## src/rtl/tpb_pkg.sv

```systemverilog
package tpb_pkg;
   typedef enum logic [1:0] {
      FS_IDLE  = 2'd0,
      FS_WORD0 = 2'd1,
      FS_WORD1 = 2'd2
   } fetch_state_e;

   function automatic bit is_pow2(input int unsigned v);
      return (v != 0) && ((v & (v - 1)) == 0);
   endfunction
endpackage

```

## src/rtl/tpb_fetch_seq.sv

```systemverilog
module tpb_fetch_seq
   import tpb_pkg::*;
#(
   parameter int TSEL_W = 2
) (
   input  logic              clk,
   input  logic              rst_n,
   input  logic              tick_i,
   input  logic              src_aux_i,
   input  logic [TSEL_W-1:0] tone_sel_i,
   output logic              busy_o,
   output logic              word_o,
   output logic              done_o,
   output logic              chan_o,
   output logic              src_o,
   output logic [TSEL_W-1:0] sel_o
);
   fetch_state_e      state_q;
   logic              chan_q;
   logic              src_q;
   logic [TSEL_W-1:0] sel_q;

   always_ff @(posedge clk) begin
      if (!rst_n) begin
         state_q <= FS_IDLE;
         chan_q  <= 1'b0;
         src_q   <= 1'b0;
         sel_q   <= '0;
      end else begin
         case (state_q)
            FS_IDLE: begin
               if (tick_i) begin
                  state_q <= FS_WORD0;
                  src_q   <= src_aux_i;
                  sel_q   <= tone_sel_i;
               end
            end
            FS_WORD0: state_q <= FS_WORD1;
            FS_WORD1: begin
               state_q <= FS_IDLE;
               chan_q  <= ~chan_q;
            end
            default:  state_q <= FS_IDLE;
         endcase
      end
   end

   assign busy_o = (state_q != FS_IDLE);
   assign word_o = (state_q == FS_WORD1);
   assign done_o = (state_q == FS_WORD1);
   assign chan_o = chan_q;
   assign src_o  = src_q;
   assign sel_o  = sel_q;

   // input assumption: ticks only reach an idle fetcher
   AST_TICK_WHEN_IDLE: assert property (@(posedge clk) disable iff (!rst_n)
      tick_i |-> (state_q == FS_IDLE));

   AST_CHAN_ALTERNATES: assert property (@(posedge clk) disable iff (!rst_n)
      done_o |=> (chan_q != $past(chan_q)));

   AST_SRC_HELD: assert property (@(posedge clk) disable iff (!rst_n)
      (state_q == FS_WORD0) |=> ($stable(src_q) && $stable(sel_q)));
endmodule

```

## src/rtl/tpb_ptr_ctrl.sv

```systemverilog
module tpb_ptr_ctrl #(
   parameter int TONE_SAMPLES = 8192,
   parameter int AUX_SAMPLES  = 24576,
   localparam int TONE_IW     = $clog2(TONE_SAMPLES),
   localparam int AUX_IW      = $clog2(AUX_SAMPLES)
) (
   input  logic               clk,
   input  logic               rst_n,
   input  logic               done_i,
   input  logic               chan_i,
   input  logic               src_aux_i,
   input  logic               ack_i,
   output logic [TONE_IW-1:0] tone_idx_o,
   output logic [AUX_IW-1:0]  aux_idx_o,
   output logic               half_o,
   output logic               irq_o,
   output logic               underrun_o
);
   localparam logic [TONE_IW-1:0] TONE_LAST = TONE_IW'(TONE_SAMPLES - 1);
   localparam logic [AUX_IW-1:0]  AUX_LAST  = AUX_IW'(AUX_SAMPLES - 1);

   logic [TONE_IW-1:0] tone_idx_q;
   logic [AUX_IW-1:0]  aux_idx_q;
   logic               half_q, irq_q, und_q;
   logic               step_w, swap_w;

   assign step_w = done_i && chan_i;
   assign swap_w = step_w && src_aux_i && (aux_idx_q == AUX_LAST);

   always_ff @(posedge clk) begin
      if (!rst_n) begin
         tone_idx_q <= '0;
      end else if (step_w && !src_aux_i) begin
         tone_idx_q <= (tone_idx_q == TONE_LAST) ? '0 : tone_idx_q + 1'b1;
      end
   end

   always_ff @(posedge clk) begin
      if (!rst_n) begin
         aux_idx_q <= '0;
         half_q    <= 1'b0;
      end else if (step_w && src_aux_i) begin
         aux_idx_q <= swap_w ? '0 : aux_idx_q + 1'b1;
         if (swap_w) half_q <= ~half_q;
      end
   end

   always_ff @(posedge clk) begin
      if (!rst_n) begin
         irq_q <= 1'b0;
         und_q <= 1'b0;
      end else begin
         if (swap_w)     irq_q <= 1'b1;
         else if (ack_i) irq_q <= 1'b0;
         if (swap_w && irq_q) und_q <= 1'b1;
         else if (ack_i)      und_q <= 1'b0;
      end
   end

   assign tone_idx_o = tone_idx_q;
   assign aux_idx_o  = aux_idx_q;
   assign half_o     = half_q;
   assign irq_o      = irq_q;
   assign underrun_o = und_q;

   AST_AUX_IDX_RANGE: assert property (@(posedge clk) disable iff (!rst_n)
      aux_idx_q <= AUX_LAST);

   AST_SWAP_RAISES_IRQ: assert property (@(posedge clk) disable iff (!rst_n)
      (half_q != $past(half_q)) |-> irq_q);

   AST_ACK_CLEARS: assert property (@(posedge clk) disable iff (!rst_n)
      (ack_i && !swap_w) |=> (!irq_q && !und_q));

   AST_UNDERRUN_AT_SWAP: assert property (@(posedge clk) disable iff (!rst_n)
      $rose(und_q) |-> (half_q != $past(half_q)));
endmodule

```

## src/rtl/tpb_addr_gen.sv

```systemverilog
module tpb_addr_gen
   import tpb_pkg::*;
#(
   parameter int ADDR_W       = 18,
   parameter int NUM_TONES    = 4,
   parameter int TONE_SAMPLES = 8192,
   parameter int AUX_SAMPLES  = 24576,
   localparam int TSEL_W      = $clog2(NUM_TONES),
   localparam int TONE_IW     = $clog2(TONE_SAMPLES),
   localparam int AUX_IW      = $clog2(AUX_SAMPLES)
) (
   input  logic               clk,
   input  logic               rst_n,
   input  logic               busy_i,
   input  logic               src_aux_i,
   input  logic [TSEL_W-1:0]  sel_i,
   input  logic               chan_i,
   input  logic               word_i,
   input  logic               half_i,
   input  logic [TONE_IW-1:0] tone_idx_i,
   input  logic [AUX_IW-1:0]  aux_idx_i,
   output logic [ADDR_W-1:0]  rd_addr_o
);
   localparam int TONE_WORDS = 2 * TONE_SAMPLES;
   localparam int AUX_WORDS  = 2 * AUX_SAMPLES;
   localparam int AUX_BASE   = NUM_TONES * TONE_WORDS;
   localparam logic [ADDR_W-1:0] TONE_WORDS_A = ADDR_W'(TONE_WORDS);
   localparam logic [ADDR_W-1:0] AUX_WORDS_A  = ADDR_W'(AUX_WORDS);
   localparam logic [ADDR_W-1:0] AUX_BASE_A   = ADDR_W'(AUX_BASE);

   logic [ADDR_W-1:0] tone_addr, aux_off, aux_addr;
   logic [1:0]        region;

   assign region = {half_i, chan_i};

   generate
      if (is_pow2(TONE_SAMPLES) && is_pow2(NUM_TONES)) begin : g_tone_pack
         assign tone_addr = ADDR_W'({sel_i, tone_idx_i, word_i});
      end else begin : g_tone_mul
         assign tone_addr = ADDR_W'(sel_i) * TONE_WORDS_A
                          + (ADDR_W'(tone_idx_i) << 1) + ADDR_W'(word_i);
      end

      if (is_pow2(AUX_SAMPLES)) begin : g_aux_pack
         assign aux_off = ADDR_W'({region, aux_idx_i, word_i});
      end else begin : g_aux_mul
         assign aux_off = ADDR_W'(region) * AUX_WORDS_A
                        + (ADDR_W'(aux_idx_i) << 1) + ADDR_W'(word_i);
      end
   endgenerate

   assign aux_addr  = AUX_BASE_A + aux_off;
   assign rd_addr_o = src_aux_i ? aux_addr : tone_addr;

   AST_AUX_IN_REGION: assert property (@(posedge clk) disable iff (!rst_n)
      (busy_i && src_aux_i) |-> (rd_addr_o >= AUX_BASE_A));

   AST_TONE_IN_REGION: assert property (@(posedge clk) disable iff (!rst_n)
      (busy_i && !src_aux_i) |-> (rd_addr_o < AUX_BASE_A));
endmodule

```

## src/rtl/tpb_wr_arb.sv

```systemverilog
module tpb_wr_arb #(
   parameter int ADDR_W = 18,
   parameter int DATA_W = 16
) (
   input  logic              clk,
   input  logic              rst_n,
   input  logic              fetch_busy_i,
   input  logic              req_i,
   input  logic [ADDR_W-1:0] addr_i,
   input  logic [DATA_W-1:0] data_i,
   output logic              grant_o,
   output logic              pend_o,
   output logic [ADDR_W-1:0] addr_o,
   output logic [DATA_W-1:0] data_o
);
   logic              pend_q;
   logic [ADDR_W-1:0] addr_q;
   logic [DATA_W-1:0] data_q;
   logic              grant_w;

   assign grant_w = pend_q && !fetch_busy_i;

   always_ff @(posedge clk) begin
      if (!rst_n) begin
         pend_q <= 1'b0;
         addr_q <= '0;
         data_q <= '0;
      end else if (req_i && !pend_q) begin
         pend_q <= 1'b1;
         addr_q <= addr_i;
         data_q <= data_i;
      end else if (grant_w) begin
         pend_q <= 1'b0;
      end
   end

   assign grant_o = grant_w;
   assign pend_o  = pend_q;
   assign addr_o  = addr_q;
   assign data_o  = data_q;

   AST_WR_CAPTURED: assert property (@(posedge clk) disable iff (!rst_n)
      (req_i && !pend_q) |=> pend_q);

   AST_WR_HELD: assert property (@(posedge clk) disable iff (!rst_n)
      (pend_q && fetch_busy_i) |=> (pend_q && $stable(addr_q) && $stable(data_q)));

   AST_WR_RETIRES: assert property (@(posedge clk) disable iff (!rst_n)
      (grant_w && !req_i) |=> !pend_q);
endmodule

```

## src/rtl/tpb_addr_ctrl.sv

```systemverilog
module tpb_addr_ctrl #(
   parameter int ADDR_W       = 18,
   parameter int DATA_W       = 16,
   parameter int NUM_TONES    = 4,
   parameter int TONE_SAMPLES = 8192,
   parameter int AUX_SAMPLES  = 24576,
   localparam int TSEL_W      = $clog2(NUM_TONES)
) (
   input  logic              clk,
   input  logic              rst_n,
   input  logic              tick_i,
   input  logic              src_aux_i,
   input  logic [TSEL_W-1:0] tone_sel_i,
   input  logic              cpu_wr_i,
   input  logic [ADDR_W-1:0] cpu_addr_i,
   input  logic [DATA_W-1:0] cpu_wdata_i,
   input  logic              cpu_ack_i,
   output logic [ADDR_W-1:0] mem_addr_o,
   output logic              mem_rd_o,
   output logic              mem_wr_o,
   output logic [DATA_W-1:0] mem_wdata_o,
   output logic              cpu_busy_o,
   output logic              irq_o,
   output logic              underrun_o,
   output logic              aux_half_o
);
   localparam int TONE_IW = $clog2(TONE_SAMPLES);
   localparam int AUX_IW  = $clog2(AUX_SAMPLES);
   localparam longint unsigned USED_WORDS =
      longint'(NUM_TONES) * 2 * TONE_SAMPLES + longint'(4) * 2 * AUX_SAMPLES;
   localparam longint unsigned MEM_WORDS = 64'd1 << ADDR_W;

   generate
      if (NUM_TONES < 2)     begin : g_err_tones $error("NUM_TONES must be at least 2"); end
      if (TONE_SAMPLES < 2)  begin : g_err_tone  $error("TONE_SAMPLES must be at least 2"); end
      if (AUX_SAMPLES < 2)   begin : g_err_aux   $error("AUX_SAMPLES must be at least 2"); end
      if (USED_WORDS > MEM_WORDS) begin : g_err_fit $error("regions exceed the address space"); end
      if (DATA_W < 1)        begin : g_err_data  $error("DATA_W must be positive"); end
   endgenerate

   logic               f_busy, f_word, f_done, f_chan, f_src;
   logic [TSEL_W-1:0]  f_sel;
   logic [TONE_IW-1:0] tone_idx;
   logic [AUX_IW-1:0]  aux_idx;
   logic               half;
   logic [ADDR_W-1:0]  rd_addr, wr_addr;
   logic               wr_grant, wr_pend;
   logic [DATA_W-1:0]  wr_data;

   tpb_fetch_seq #(.TSEL_W(TSEL_W)) u_seq (
      .clk        (clk),
      .rst_n      (rst_n),
      .tick_i     (tick_i),
      .src_aux_i  (src_aux_i),
      .tone_sel_i (tone_sel_i),
      .busy_o     (f_busy),
      .word_o     (f_word),
      .done_o     (f_done),
      .chan_o     (f_chan),
      .src_o      (f_src),
      .sel_o      (f_sel)
   );

   tpb_ptr_ctrl #(.TONE_SAMPLES(TONE_SAMPLES), .AUX_SAMPLES(AUX_SAMPLES)) u_ptr (
      .clk        (clk),
      .rst_n      (rst_n),
      .done_i     (f_done),
      .chan_i     (f_chan),
      .src_aux_i  (f_src),
      .ack_i      (cpu_ack_i),
      .tone_idx_o (tone_idx),
      .aux_idx_o  (aux_idx),
      .half_o     (half),
      .irq_o      (irq_o),
      .underrun_o (underrun_o)
   );

   tpb_addr_gen #(
      .ADDR_W       (ADDR_W),
      .NUM_TONES    (NUM_TONES),
      .TONE_SAMPLES (TONE_SAMPLES),
      .AUX_SAMPLES  (AUX_SAMPLES)
   ) u_gen (
      .clk        (clk),
      .rst_n      (rst_n),
      .busy_i     (f_busy),
      .src_aux_i  (f_src),
      .sel_i      (f_sel),
      .chan_i     (f_chan),
      .word_i     (f_word),
      .half_i     (half),
      .tone_idx_i (tone_idx),
      .aux_idx_i  (aux_idx),
      .rd_addr_o  (rd_addr)
   );

   tpb_wr_arb #(.ADDR_W(ADDR_W), .DATA_W(DATA_W)) u_arb (
      .clk          (clk),
      .rst_n        (rst_n),
      .fetch_busy_i (f_busy),
      .req_i        (cpu_wr_i),
      .addr_i       (cpu_addr_i),
      .data_i       (cpu_wdata_i),
      .grant_o      (wr_grant),
      .pend_o       (wr_pend),
      .addr_o       (wr_addr),
      .data_o       (wr_data)
   );

   assign mem_rd_o    = f_busy;
   assign mem_wr_o    = wr_grant;
   assign mem_addr_o  = f_busy ? rd_addr : wr_addr;
   assign mem_wdata_o = wr_data;
   assign cpu_busy_o  = wr_pend;
   assign aux_half_o  = half;

   AST_NO_COLLIDE: assert property (@(posedge clk) disable iff (!rst_n)
      !(mem_rd_o && mem_wr_o));

   AST_EVEN_FIRST: assert property (@(posedge clk) disable iff (!rst_n)
      (mem_rd_o && !f_word) |-> !mem_addr_o[0]);

   AST_PAIR_ADDR: assert property (@(posedge clk) disable iff (!rst_n)
      (mem_rd_o && !f_word) |=> (mem_rd_o && mem_addr_o == $past(mem_addr_o) + ADDR_W'(1)));

   AST_TICK_STARTS_READ: assert property (@(posedge clk) disable iff (!rst_n)
      (tick_i && !mem_rd_o) |=> mem_rd_o);
endmodule

```

## config.mk

```make
export PLATFORM = sky130hd
export DESIGN_NAME = tpb_addr_ctrl
export DESIGN_NICKNAME = d
export VERILOG_FILES = /design/src/rtl/tpb_pkg.sv /design/src/rtl/tpb_fetch_seq.sv /design/src/rtl/tpb_ptr_ctrl.sv /design/src/rtl/tpb_addr_gen.sv /design/src/rtl/tpb_wr_arb.sv /design/src/rtl/tpb_addr_ctrl.sv
export SDC_FILE = /design/constraint.sdc
export NUM_CORES = 1
export LEC_CHECK = 0
export BUFFER_PORTS_ARGS = -buffer_cell sky130_fd_sc_hd__clkbuf_2
export CAP_MARGIN = 20
export CORE_ASPECT_RATIO = 1.4
export CORE_MARGIN = 5
export CORE_UTILIZATION = 40
export CTS_CLUSTER_DIAMETER = 120
export DETAILED_ROUTE_END_ITERATION = 10
export PLACE_DENSITY_LB_ADDON = 0.1
export SYNTH_ARGS = -nofsm -noshare
export SYNTH_HDL_FRONTEND = slang
export SYNTH_SLANG_ARGS = --single-unit
```

## constraint.sdc

```tcl
create_clock -name clk -period 1.5 [get_ports clk]
set_input_delay 0.15 -clock clk [delete_from_list [all_inputs] [get_ports clk]]
set_output_delay 0.15 -clock clk [all_outputs]
set_load 0.005 [all_outputs]
```

Word-level counts from Yosys, hierarchy flattened
Cells that the tools add are included.
Widths: inputs -> output; s select.

word-level totals
  word-level logic and storage cells = 53
  output and inout port bits = 40
  bits in registers = 72
  input port bits = 42

cells by class
  add/subtract/negate cells = 5
  multiply operators = 1
  reductions and logical operators = 17
  bitwise operators = 2
  equality and inequality tests = 5
  multiplexer cells = 11

operator list
  kind                    number
  $mux 18                 2
  $add 17x18->18 const A  1
  $add 18x1->18           1
  $add 18x16->18          1
  $add 15x1->15 const B   1
  $eq 15x15->1 const B    1
  $mux 15                 1
  $add 13x1->13 const B   1
  $eq 13x13->1 const B    1
  $mux 13                 1
  $reduce_bool 2->1       4
  $logic_and 1x1->1       7
  $mux 1                  5
  $mul 2x2->4 const B     1
  $pmux 2 s2              1
  $reduce_and 2->1        2
  $logic_not 1->1         3
  $eq 2x1->1 const B      1
  $eq 2x2->1 const B      1
  $logic_not 2->1         1
  $mux 2                  1
  $ne 2x2->1 const B      1
  $not 1->1               2

Depth between registers and ports, before layout
  depth after elaboration = 6
  depth in mapped cells = 7
  mapped depth without buffers = 7

By module
Synthesis repeated with hierarchy kept, for this count alone.

second synthesis, totals
  cell total of the unflattened synthesis = 392
  area, all modules = 3748.6 um^2

by module, submodules not included
  module         cells each  seq. area each (um^2)  instances  area an instance (um^2)
  tpb_wr_arb     153         700.7                  1          1447.6
  tpb_ptr_ctrl   163         620.6                  1          1430.1
  tpb_addr_gen   31          0.0                    1          359.1
  tpb_addr_ctrl  20          0.0                    1          271.5
  tpb_fetch_seq  25          120.1                  1          240.2

Worst setup path after synthesis
Ideal clock, no wire load.

  path kind = reg-to-output
  from = register u_seq.chan_q (netlist: u_seq.chan_o)
  to = output mem_addr_o[17]
  cell stages (with the launch flop) = 8
  arrival = 1.562 ns
  path slack = -0.212 ns
  cells stage by stage = dfxtp_1 > inv_1 > ha_1 > inv_1 > ha_1 > a211oi_1 > xor2_1 > o21ai_0

on the way
  longest elaborated chain between the ends = 6

ends and longest elaborated chain
  element                 RTL line              RTL
  from (decl)             tpb_fetch_seq.sv:19   logic chan_q;
  from (signal assigned)  tpb_fetch_seq.sv:41   chan_q <= ~chan_q;
  $mul 2x2->4             tpb_addr_gen.sv:47    assign aux_off = ADDR_W'(region) * AUX_WORDS_A
  $add 18x16->18          tpb_addr_gen.sv:48    + (ADDR_W'(aux_idx_i) << 1) + ADDR_W'(word_i);
  $add 18x1->18           tpb_addr_gen.sv:48
  $add 17x18->18          tpb_addr_gen.sv:52    assign aux_addr = AUX_BASE_A + aux_off;
  $mux 18                 tpb_addr_gen.sv:53    assign rd_addr_o = src_aux_i ? aux_addr : tone_addr;
  $mux 18                 tpb_addr_ctrl.sv:112  assign mem_addr_o = f_busy ? rd_addr : wr_addr;
  to (decl)               tpb_addr_ctrl.sv:18   output logic [ADDR_W-1:0] mem_addr_o,

No other way between the ends.

Worst setup path in the final report
  from = register u_seq.chan_q (netlist: u_seq.chan_o)
  to = output mem_addr_o[15]

The elaborated chain is that of the path after synthesis.

==> impl_metrics.csv <==
group,metric,value,unit
worst_setup_path,crit_chain,"inv_4 -> ha_4 -> inv_4 -> fa_1 -> mux2i_1 -> o21ai_1 -> buf_2",
final_layout,fin_cells,662,
power,internal_power,0.003995,W
floorplan,die_w,86.93,um
synth,syn_area,3314,um2
worst_setup_path,reg2reg_to,"u_ptr.tone_idx_o[12]",
synth,syn_avg_cell_area,8.025,um2
power,clock_power_share,49.0,%
final_layout,nNetsFinal,605,
synth,ys_seq_area_share,43.49,%
worst_setup_path,required,1.35,ns
placed_design,hpwl,6.837,mm
clocking,htree_levels,3,
routing,wirelength,9.796,mm
min_path,min_to,"u_arb.data_o[10]",
synth,synth_nets,462,
power,power_leakage,2.288,nW
power,p_sw,0.001157,W
timing,hold_slack,0.03726,ns
floorplan,rows,39,
final_layout,diodes,0,
synth,synth_cells,413,
timing,setup_viol,23,
clocking,clkTransAtPathRegs,0.06,ns
worst_setup_path,crit_top_cell,"inv_4",
routing,post_drt_via_cell_ratio,5.077,
worst_setup_path,path_class,"reg2out",
routing,vias,3361,
synth,async_flop_share,0,%
worst_setup_path,worstSetupStartpointType,"flop",
min_path,holdCritPathClass,"in2reg",
timing,post-route-period-util,131.6,%
timing,slew_headroom,75.10,%
worst_setup_path,worstRegToRegCells,6,
synth,synth.largest_area_cell,"dfxtp_1",
power,powerDensity,978.5,nW/um2
worst_setup_path,worst-path-buf-inv,3,
routing,drcViolationCount,0,
routing,wl_per_cell,14.80,um
timing,drv_slew,0,
final_layout,area_growth_syn_to_layout,58.85,%
timing,worstMarginPinSlew,0.3725,ns
global_routing,gr-usage-all-layers,19.53,%
global_routing,grt_max_degree,31,
worst_setup_path,r2r_slack,-0.09,ns
synth,synth_edf_count,0,
min_path,min-delay-start,"cpu_wdata_i[10]",
power,p_comb_share,11.6,%
power,ir_worst_vdd,779.0,uV
timing,clock.fmax,506.7,MHz
min_path,hold_depth,3,
floorplan,start_util,40.67,%
power,pwr-share-seq,39.4,%
timing,timing.final.crit_period,1.974,ns
clocking,cts_hold_buffers,0,
clocking,insertion_delay,0.33,ns
status,status,"finished, violations left",
worst_setup_path,r2r-start,"u_seq.chan_o",
synth,yosys_warnings,0,
routing,antenna_left,0,
timing,rsz0062_at_grt,"yes",
global_routing,grt_overflow,0,
floorplan,dieHeight,117.7,um
global_routing,antenna_found_initial,0,
synth,ys_top_cells_by_count,"nand2_1 (108), dfxtp_1 (72), a21oi_1 (45)",
clocking,clk_path_buf_depth,2,
timing,worst_slack,-0.4737,ns
synth,ys_types,43,
status,failed_checks,"setup timing",
placed_design,io_buffers,81,
timing,clock_skew,0.002971,ns
global_routing,grt_pass1_vias,3391,
global_routing,grt_pass1_wl,15.94,mm
worst_setup_path,arrival,1.82,ns
clocking,clkSinkCount,72,
routing,drt_pass1_iterations,4,
routing,drtIter0Drc,128,
worst_setup_path,cp_top_family,"adder cells",
synth,synth_seq_cells,72,
synth,synth-main-ff-cell,"dfxtp_1",
clocking,cts_tree,"built",
worst_setup_path,critPathCaptureType,"output port",
power,power,0.005152,W
synth,synth_area_leaders,"dfxtp_1 (43%), nand2_1 (12%), a21oi_1 (6.8%)",
floorplan,core,8149,um2
worst_setup_path,crit_fanout,3,
worst_setup_path,crit_path_max_incr_delay,0.48,ns
synth,yosys.cell_count.top_type,"nand2_1",
floorplan,dieArea,10230,um2
final_layout,drive_above_1_share,45.00,%
worst_setup_path,slowest_stage,"fa_1",
power,switching_share,22.46,%
clocking,numCtsBuffers,9,
floorplan,num_io_pins,82,
placed_design,gp_congestion,0.8333,
synth,synthDominantCellAreaShare,43.49,%
timing,hold_violations,0,
clocking,cts_root_buf,"clkbuf_16",
placed_design,placed_cells,632,
flow_run,cap_viol_max_count,0,
timing,fin_setup_tns,-2.275,ns
worst_setup_path,crit_path_start,"u_seq.chan_o",
## power groups by stage
stage | clock (W) | combinational, W | sequential, W
CTS | 0.00255 | 0.000571 | 0.00202
global placement | 0 | 0.000447 | 0.00206
global route | 0.00265 | 0.000656 | 0.00204
detailed placement | 0 | 0.000452 | 0.00206
finish | 0.00252 | 0.000598 | 0.00203
floorplan | 0 | 0.000232 | 0.00206
## layout by cell type (no fill, tap or decap), types with 3 or more instances in the layout
master      n
buf_12      6
clkbuf_16  10
nand3_1     6
nand2_4    11
nand2_1    93
xor2_1     12
clkbuf_2   67
nand4_1    11
ha_4        3
o21ai_4     3
a21oi_2     4
nor4_4      7
a21oi_1    41
o21ai_1     7
buf_6      12
bufinv_16   3
dfxtp_1    60
mux2i_1    12
and4_1      3
dfxtp_2    11
buf_4      56
xnor2_1    11
o21ai_0     5
nand3_2     3
o21ai_2    10
buf_2      13
nor2_1     26
nand2_2     4
## how the worst max path moves through the flow
stage | endpoint | slack (ns) | cells after the start
after floorplan | mem_addr_o[15] | -0.03 | 6
after global placement | mem_addr_o[15] | -0.13 | 7
after detailed placement | mem_addr_o[17] | -0.14 | 8
after CTS | mem_addr_o[15] | -0.48 | 7
after global routing | mem_addr_o[15] | -0.54 | 7
final | mem_addr_o[15] | -0.47 | 7
## final cells by class
type	instances	area, um2
clock inverter	5	102.6
clock buffer	10	250.2
timing repair buffer	156	1131
tap	102	127.6
fill	658	2884
multi-input combinational	313	2175
inverter	4	20.02
sequential	72	1459
## stage by stage
step	util, %	cell area (um2)	worst slack (ns)
after floorplan	-	3391	-0.03141
after detailed placement	53.06	4324	-0.1442
after CTS	62.32	5079	-0.4803
after global routing	64.61	5265	-0.5411
after global placement	53.06	4324	-0.1319
final	64.61	5265	-0.4737
## worst min-delay path, delay by kind of cell
| kind | cells | cell delay [ns] |
|---|---|---|
| buffers and inverters | 1 | 0.08 |
| AND/OR/NAND/NOR | 1 | 0.04 |
| AO/OA/AOI/OAI | 1 | 0.05 |
## cell families (layout without fill, tap and decap cells)
logic type	count (synthesis)	after routing	share of synthesized area [%]
AND/OR/NAND/NOR	193	193	27.26
AO/OA/AOI/OAI	75	75	12.23
flip-flops	72	72	43.49
buffers and inverters	28	175	3.548
XOR/XNOR	23	23	6.078
multiplexers	15	15	4.530
adder cells (fa/ha/maj)	7	7	2.869
## state kept, by name, indices dropped and copies added, names as in the netlist, 2 cells and up
name	cells
u_arb.addr_o	18
u_ptr.tone_idx_o	13
u_arb.data_o	16
u_seq.sel_o	2
u_ptr.aux_idx_o	15
u_seq.state_q	2
## per-layer routing
metal,share of wire (%),global-route usage [%],vias to the layer above
li1,-,-,1697
met1,41,22.25,1576
met2,53,34.22,73
met3,4.0,4.062,15
met4,2.0,8.382,0
met5,0,0,-
## timing repair
item                                    4_1_cts  5_1_grt
endpoints found under the setup margin       31       43
pin swaps                                    32       22
buffers inserted                              9        3
gates resized for setup                      72       56
gates cloned                                  4        0
No activity file was read; power rests on OpenSTA's default activity.
